<file path="src/rtl/prot_region_pkg.sv">
// Shared match-mode encoding for the region bound decoder.
// Assumes a 2-bit mode field per entry.
package prot_region_pkg;
    typedef enum logic [1:0] {
        MATCH_OFF   = 2'd0,
        MATCH_TOP   = 2'd1,
        MATCH_QUAD  = 2'd2,
        MATCH_POW2  = 2'd3
    } match_mode_t;
endpackage

</file>
<file path="src/rtl/prot_region_entry.sv">
// Decodes one entry: turns its address register, its mode and the previous
// entry's register into inclusive byte bounds plus an active flag.
// Assumes bounds are AW+2 bits wide and all arithmetic wraps at that width.
module prot_region_entry
    import prot_region_pkg::*;
#(
    parameter int AW = 32
) (
    input  logic [AW-1:0]   own_reg,
    input  logic [AW-1:0]   prev_reg,
    input  logic [1:0]      mode,
    output logic [AW+1:0]   lo,
    output logic [AW+1:0]   hi,
    output logic            on
);
    localparam int BW = AW + 2;

    logic [BW-1:0] own_byte;
    logic [BW-1:0] prev_byte;
    logic [BW-1:0] tor_end;
    logic [BW-1:0] pow_v;

    // Byte-address forms of the registers.
    always_comb begin
        own_byte  = {own_reg, 2'b00};
        prev_byte = {prev_reg, 2'b00};
        tor_end   = own_byte - BW'(1);
        pow_v     = {own_reg, 2'b11};
    end

    // Select bounds according to the match mode.
    always_comb begin
        lo = '0;
        hi = '0;
        on = 1'b1;
        unique case (match_mode_t'(mode))
            MATCH_OFF: begin
                on = 1'b0;
            end
            MATCH_TOP: begin
                if (prev_byte <= tor_end) begin
                    lo = prev_byte;
                    hi = tor_end;
                end
            end
            MATCH_QUAD: begin
                lo = own_byte;
                hi = own_byte + BW'(3);
            end
            MATCH_POW2: begin
                lo = pow_v & (pow_v + BW'(1));
                hi = pow_v | (pow_v + BW'(1));
            end
            default: begin
                on = 1'b0;
            end
        endcase
    end

    logic [BW-1:0] span;

    // Guards on the decoded window.
    always_comb begin
        span = hi - lo;
        p_order_r9: assert (!on || lo <= hi)
            else $error("entry window inverted");
        p_off_zero_r1: assert (mode != 2'd0 || (lo == '0 && hi == '0 && !on))
            else $error("off entry has nonzero bounds");
        p_quad_span_r5: assert (mode != 2'd2 || span == BW'(3))
            else $error("4-byte window wrong size");
        p_pow2_size_r6: assert (mode != 2'd3 || (((span + BW'(1)) & span) == '0 && span >= BW'(7)))
            else $error("power-of-two window malformed");
    end
endmodule

</file>
<file path="src/rtl/prot_region_count.sv">
// Counts how many active flags are set.
// Assumes N >= 2 so the count is at least 2 bits wide.
module prot_region_count #(
    parameter int N  = 8,
    parameter int CW = $clog2(N + 1)
) (
    input  logic [N-1:0]  flags,
    output logic [CW-1:0] total
);
    // Sum the active flags.
    always_comb begin
        total = '0;
        for (int i = 0; i < N; i++) begin
            total = total + {{(CW-1){1'b0}}, flags[i]};
        end
    end
endmodule

</file>
<file path="src/rtl/prot_region_decoder.sv">
// Top: one decoder per entry, chained so each sees its lower neighbour's
// register, plus the active counter. Purely combinational.
// Assumes N_ENTRIES >= 2 and AW >= 2.
module prot_region_decoder #(
    parameter int N_ENTRIES = 8,
    parameter int AW        = 32,
    localparam int BW       = AW + 2,
    localparam int CW       = $clog2(N_ENTRIES + 1)
) (
    input  logic [N_ENTRIES*AW-1:0] region_addr,
    input  logic [2*N_ENTRIES-1:0]  region_mode,
    output logic [N_ENTRIES*BW-1:0] bound_lo,
    output logic [N_ENTRIES*BW-1:0] bound_hi,
    output logic [N_ENTRIES-1:0]    entry_on,
    output logic [CW-1:0]           active_total
);
    for (genvar g = 0; g < N_ENTRIES; g++) begin : g_entry
        logic [AW-1:0] prev;
        if (g == 0) begin : g_first
            assign prev = '0;
        end else begin : g_rest
            assign prev = region_addr[(g-1)*AW +: AW];
        end
        prot_region_entry #(.AW(AW)) u_entry (
            .own_reg  (region_addr[g*AW +: AW]),
            .prev_reg (prev),
            .mode     (region_mode[2*g +: 2]),
            .lo       (bound_lo[g*BW +: BW]),
            .hi       (bound_hi[g*BW +: BW]),
            .on       (entry_on[g])
        );
    end

    prot_region_count #(.N(N_ENTRIES), .CW(CW)) u_count (
        .flags (entry_on),
        .total (active_total)
    );

    // Count must agree with the flags and never exceed the entry count.
    always_comb begin
        p_count_r8: assert (int'(active_total) == $countones(entry_on) && int'(active_total) <= N_ENTRIES)
            else $error("active count disagrees with flags");
    end
endmodule

</file>
<file path="config.mk">
export PLATFORM = sky130hd
export DESIGN_NAME = prot_region_decoder
export DESIGN_NICKNAME = d
export VERILOG_FILES = /design/src/rtl/prot_region_pkg.sv /design/src/rtl/prot_region_entry.sv /design/src/rtl/prot_region_count.sv /design/src/rtl/prot_region_decoder.sv
export SDC_FILE = /design/constraint.sdc
export NUM_CORES = 1
export LEC_CHECK = 0
export BUFFER_PORTS_ARGS = -buffer_cell sky130_fd_sc_hd__buf_4
export CAP_MARGIN = 15
export CORE_AREA = 2 2 319 321
export DETAILED_ROUTE_END_ITERATION = 10
export DIE_AREA = 0 0 321 323
export SYNTH_ARGS = -nofsm -noshare
export SYNTH_HDL_FRONTEND = slang
export SYNTH_SLANG_ARGS = --single-unit
</file>
<file path="constraint.sdc">
create_clock -name vclk -period 4.58
set_clock_uncertainty 0.2 [all_clocks]
set_input_delay 0.229 -clock vclk [all_inputs]
set_output_delay 0.229 -clock vclk [all_outputs]
set_load 0.05 [all_outputs]
</file>
Word-level counts from Yosys, hierarchy flattened
Index checks and enable logic that the tools add are counted.
- $add $sub $neg: 31
- $lt $le $gt $ge: 8
- eq/ne operators: 24
- multiplexer cells: 39
- bitwise operators: 16
- reduce and logical (&&, ||, !) cells: 8
- operators by type and width (cell ; count):
    34-bit case mux with 3 select lines ; 15
    34-bit two-way mux ; 15
    34-bit by 1-bit adder with 34-bit output (second input constant) ; 8
    34-bit by 2-bit adder with 34-bit output (second input constant) ; 8
    34-bit AND ; 8
    34-bit bitwise OR ; 8
    34-bit by 1-bit subtractor with 34-bit output (second input constant) ; 8
    34-bit <= comparator ; 7
    34-bit case mux with 2 select lines ; 1
    1-bit by 34-bit <= comparator with 1-bit output (first input constant) ; 1
    2-bit equality test (second input constant) ; 16
    4-bit by 1-bit adder with 4-bit output ; 6
    2-bit by 1-bit equality test with 1-bit output (second input constant) ; 8
    2-bit logical NOT ; 8
    1-bit two-way mux ; 8
    1-bit by 1-bit adder with 2-bit output ; 1
- register bits after elaboration: 0
- bits of input ports: 272
- output and inout bits: 556
- logic and storage cells: 126

Logic depth before layout (Yosys ltp)
- depth after elaboration: 9
- depth in mapped cells: 19

Cells and area by module
Synthesis repeated with hierarchy kept, for this count alone.
- cell total of the unflattened synthesis: 3649
- area, all modules: 24736.2 um^2
- by module, submodules not included (module ; instances ; cells each ; area an instance (um^2) ; seq. area each (um^2)):
    prot_region_entry (g_entry[0].u_entry ...) ; 6 ; 467 ; 3201.8 ; 0.0
    prot_region_entry (g_entry[7].u_entry) ; 1 ; 442 ; 2832.7 ; 0.0
    prot_region_entry (g_entry[2].u_entry) ; 1 ; 382 ; 2496.1 ; 0.0
    prot_region_count ; 1 ; 22 ; 192.7 ; 0.0
    prot_region_decoder ; 1 ; 1 ; 3.8 ; 0.0

Least setup slack after synthesis
No wires, ideal clock.
- kind: input to output
- start: input region_addr[76]
- end: output bound_hi[100]
- data arrival time: 5.136 ns
- required time: 4.151 ns
- path slack: -0.985 ns
- stages on the path: 17
- buffers on the path: 5
- path through: clkbuf_1 or4_4 or3_1 buf_2 or4_4 buf_6 or3_1 xor2_1 ha_1 a21o_1 a221o_1 nand2_1 o2111a_1 buf_1 nand2_1 clkbuf_1 o21ai_0
- longest elaborated chain between the ends: 4
- RTL lines (item ; RTL line ; text):
    from (decl) ; prot_region_decoder.sv:10 ; input logic [N_ENTRIES*AW-1:0] region_addr,
    34-bit by 1-bit subtractor with 34-bit output ; prot_region_entry.sv:27 ; tor_end = own_byte - BW'(1);
    34-bit <= comparator ; prot_region_entry.sv:41 ; if (prev_byte <= tor_end) begin
    34-bit two-way mux ; prot_region_entry.sv:41 ;
    34-bit case mux with 3 select lines (*) ; prot_region_entry.sv:36 ; unique case (match_mode_t'(mode))
    to (decl) ; prot_region_decoder.sv:13 ; output logic [N_ENTRIES*BW-1:0] bound_hi,
Mark *: on every way between the ends. The rest lies on a longest branch, timed or not.

Worst setup path after layout
- start: input region_addr[75]
- end: output bound_hi[75]
- longest elaborated chain between the ends: 4
- RTL lines (item ; RTL line):
    34-bit by 1-bit subtractor with 34-bit output ; prot_region_entry.sv:27
    34-bit <= comparator ; prot_region_entry.sv:41
    34-bit two-way mux ; prot_region_entry.sv:41
    34-bit case mux with 3 select lines ; prot_region_entry.sv:36
Every way passes these cells.

==> qor.csv <==
stage,metric,value,unit
timing,setup_tns,-33.83,ns
global_routing,gr ovfl total,0,
worst_setup_path,CP top delay family,simple AND/OR/NAND/NOR gates,
detailed_routing,Total Wirelength,166000,microns
timing,Rel. slew slack,0.232,
timing,Final Max Slew Viols,0,
worst_setup_path,Worst Path Buf+Inv,6,
floorplan,Die Ht,323,microns
timing,RSZ-0062 raised after global routing,true,
global_routing,GRT Resource Usage Total,0.299,
detailed_routing,Final ANT Viol Nets,0,
synth,syn_area_per_cell,6.37,sq um
synth,synth unique cells,86,
detailed_routing,drt wl/cell,30.1,microns
synth,Synth warnings,0,
synth,register area share after synthesis,0,
detailed_routing,initial drt markers,2964,
worst_setup_path,CP Launch Type,input pin,
synth,top-count cell post-synth,nand2_1,
placed_design,GP Congestion,1.03,
flow_run,Max Cap Violations,0,
status,failing checks,setup timing,
power_and_ir_drop,P_leak,0.0158,uW
detailed_routing,vias per inst,5.75,
worst_setup_path,Crit Path Class,input pin to output pin,
finish,Fillers,10394,
finish,utilization after layout,0.372,
worst_hold_path,Hold Crit Depth,4,
detailed_routing,DRC viols,0,
timing,Final Hold Violating Endpoints,0,
timing,Tcrit/Tclk final,1.06,
synth,Post-Syn Area,19900,sq um
finish,sequential cell count,0,
timing,worst slew pin tran,1.14,ns
global_routing,vias in the first global route,29876,
finish,Reg area,0,sq um
power_and_ir_drop,total power,5310,uW
timing,post-route setup slack,-0.264,ns
timing,fmax,206,MHz
status,outcome,"finished, violations left",
synth,leading area contributor after synthesis,ha_1,
worst_setup_path,"Largest stage delay, worst path",0.59,ns
worst_setup_path,CP Data Arrival Time,4.41,ns
worst_setup_path,worst path cell trace,buf_6 > or4_4 > or3_4 > or4_4 > or3_4 > xor2_2 > ha_1 > a21o_1 > a221o_1 > nand2_1 > o2111a_1 > buf_6 > buf_6 > nand2_8 > buf_12 > buf_8 > o221ai_4 > buf_6,
finish,final instance area,37500,sq um
placed_design,Placed Cells,5377,
finish,synthesis-to-finish area growth,88.6,%
worst_setup_path,Critical Path Sink Type,output pin,
floorplan,core area,101000,sq um
detailed_routing,total number of vias,31702,
worst_setup_path,Stages on worst setup path,18,
global_routing,initial antenna violation count,39,
worst_setup_path,CP required,4.15,ns
placed_design,IO buf count,812,
worst_hold_path,hold_sp,region_addr[5],
synth,Synth top area share,0.157,
placed_design,hpwl dp,134000,microns
power_and_ir_drop,PD cells,142,nW/um^2
finish,layout clock buffer count,0,
synth,cells after synthesis,3121,
floorplan,Die Width,321,microns
global_routing,wire length of the first global-routing pass,227000,microns
global_routing,largest net degree at the start of global routing,88,
finish,layout cells sized above 1,0.447,
finish,Finished Layout Cells,5513,
worst_hold_path,Hold Path Class,input pin to output pin,
detailed_routing,TritonRoute pass-1 iters,6,
floorplan,Die Area,104000,sq um
worst_setup_path,CP dominant cell by count,buf_6,
timing,Tmin final,4.84,ns
floorplan,initial core utilization,0.197,
synth,most instantiated cells after synthesis,"nand2_1 (371), o21ai_0 (320), clkbuf_1 (282)",
placed_design,post-placement cell area,32300,sq um
worst_setup_path,slowest CP cell,or4_4,
worst_hold_path,hold path endpoint,bound_lo[7],
timing,Setup Viol. Count Final,290,
finish,Nets,4695,
floorplan,site row count,117,
synth,top post-synthesis cells by area,"ha_1 (16%), o21ai_0 (8.1%), nand2_1 (7.0%)",
power_and_ir_drop,VDD IR-drop max,0.000101,V
worst_setup_path,CP max FO,9,
floorplan,I/O Pins,828,
==> report_power, final <==
part           leakage [uW]  switching, uW  internal (uW)  total, uW
logic                0.0158           3450           1860       5310
clock network   0.000000233              0       0.000809   0.000809
registers                 0              0              0          0
total                0.0158           3450           1860       5310
==> metrics by stage <==
step | hold WS (ns) | setup WS, ns
after global routing | 0.674 | -0.390
final | 0.665 | -0.264
after floorplan | 0.361 | -0.457
after global placement | 0.661 | -0.509
after detailed placement | 0.660 | -0.554
after CTS | 0.662 | -0.290
==> what timing repair did <==
item / 4_1_cts / 5_1_grt
cloned: 20 / 2
gates resized for setup: 501 / 309
endpoints found under the hold margin: 0 / 0
endpoints found under the setup margin: 394 / 445
setup buffers: 56 / 52
hold buffers: 0 / 0
pin swaps: 67 / 80
==> placed cells by master (no fill, tap or decap), types with 25 or more instances in the layout <==
master,synthesis,layout
and4_1,36,36
o21ai_0,320,211
nand2_1,371,360
and3_1,117,115
a21o_1,41,40
nand3_1,110,107
ha_1,250,246
a32o_2,0,45
nor2b_1,39,38
a31oi_1,38,37
a32o_1,73,28
nor4_1,73,55
buf_6,2,288
buf_12,0,44
nor3_1,79,70
and2_1,34,32
o2bb2ai_4,0,74
inv_1,65,63
o21ai_4,0,69
diode_2,0,37
a21oi_1,116,112
buf_4,32,954
xnor2_1,127,121
nor2_1,186,182
o2bb2ai_2,0,25
xor2_1,70,60
o21ai_1,15,32
buf_8,0,75
o22ai_4,0,45
nand4_1,83,83
==> routing by layer <==
| layer | track usage | share of wire | routed length, microns | vias to the layer above |
|---|---|---|---|---|
| met3 | 0.0577 | 0.089 | 14800 | 455 |
| met4 | 0.178 | 0.072 | 12000 | 8 |
| li1 | - | - | - | 13884 |
| met2 | 0.476 | 0.44 | 73400 | 1998 |
| met5 | 0.00417 | 0.00055 | 92 | - |
| met1 | 0.372 | 0.40 | 65600 | 15357 |
==> worst max-delay path by stage <==
| stage | start | end | slack, ns |
|---|---|---|---|
| floorplan | region_addr[78] | bound_hi[86] | -0.46 |
| global placement | region_addr[96] | bound_lo[124] | -0.51 |
| detailed placement | region_addr[97] | bound_lo[106] | -0.55 |
| CTS | region_addr[103] | bound_lo[113] | -0.29 |
| global route | region_addr[75] | bound_hi[81] | -0.39 |
| finish | region_addr[75] | bound_hi[75] | -0.26 |
==> layout make-up <==
type                            count  area, sq um  area share
Timing Repair Buffer             1375        12800       0.341
Antenna cell                       37         92.6     0.00247
Inverter                           65          244     0.00651
Multi-Input combinational cell   2727        22700       0.606
Tap cell                         1309         1640      0.0437
==> kinds of logic (layout without fill, tap and decap cells) <==
logic type      count (synthesis)  after routing  share of synthesized area
buf+inv                       409           1440                     0.0846
compound gates                966            966                      0.324
mux                            12             12                    0.00617
fa+ha+maj                     254            254                      0.161
simple gates                 1282           1282                      0.336
xor+xnor                      197            197                     0.0868
other cells                     1             53                   0.000189
==> worst min-delay path, delay by kind of cell <==
family | cells | cell delay [ns]
compound gates | 1 | 0.04
buf+inv | 2 | 0.32
simple gates | 1 | 0.05
Power figures use the tool's default switching activity.
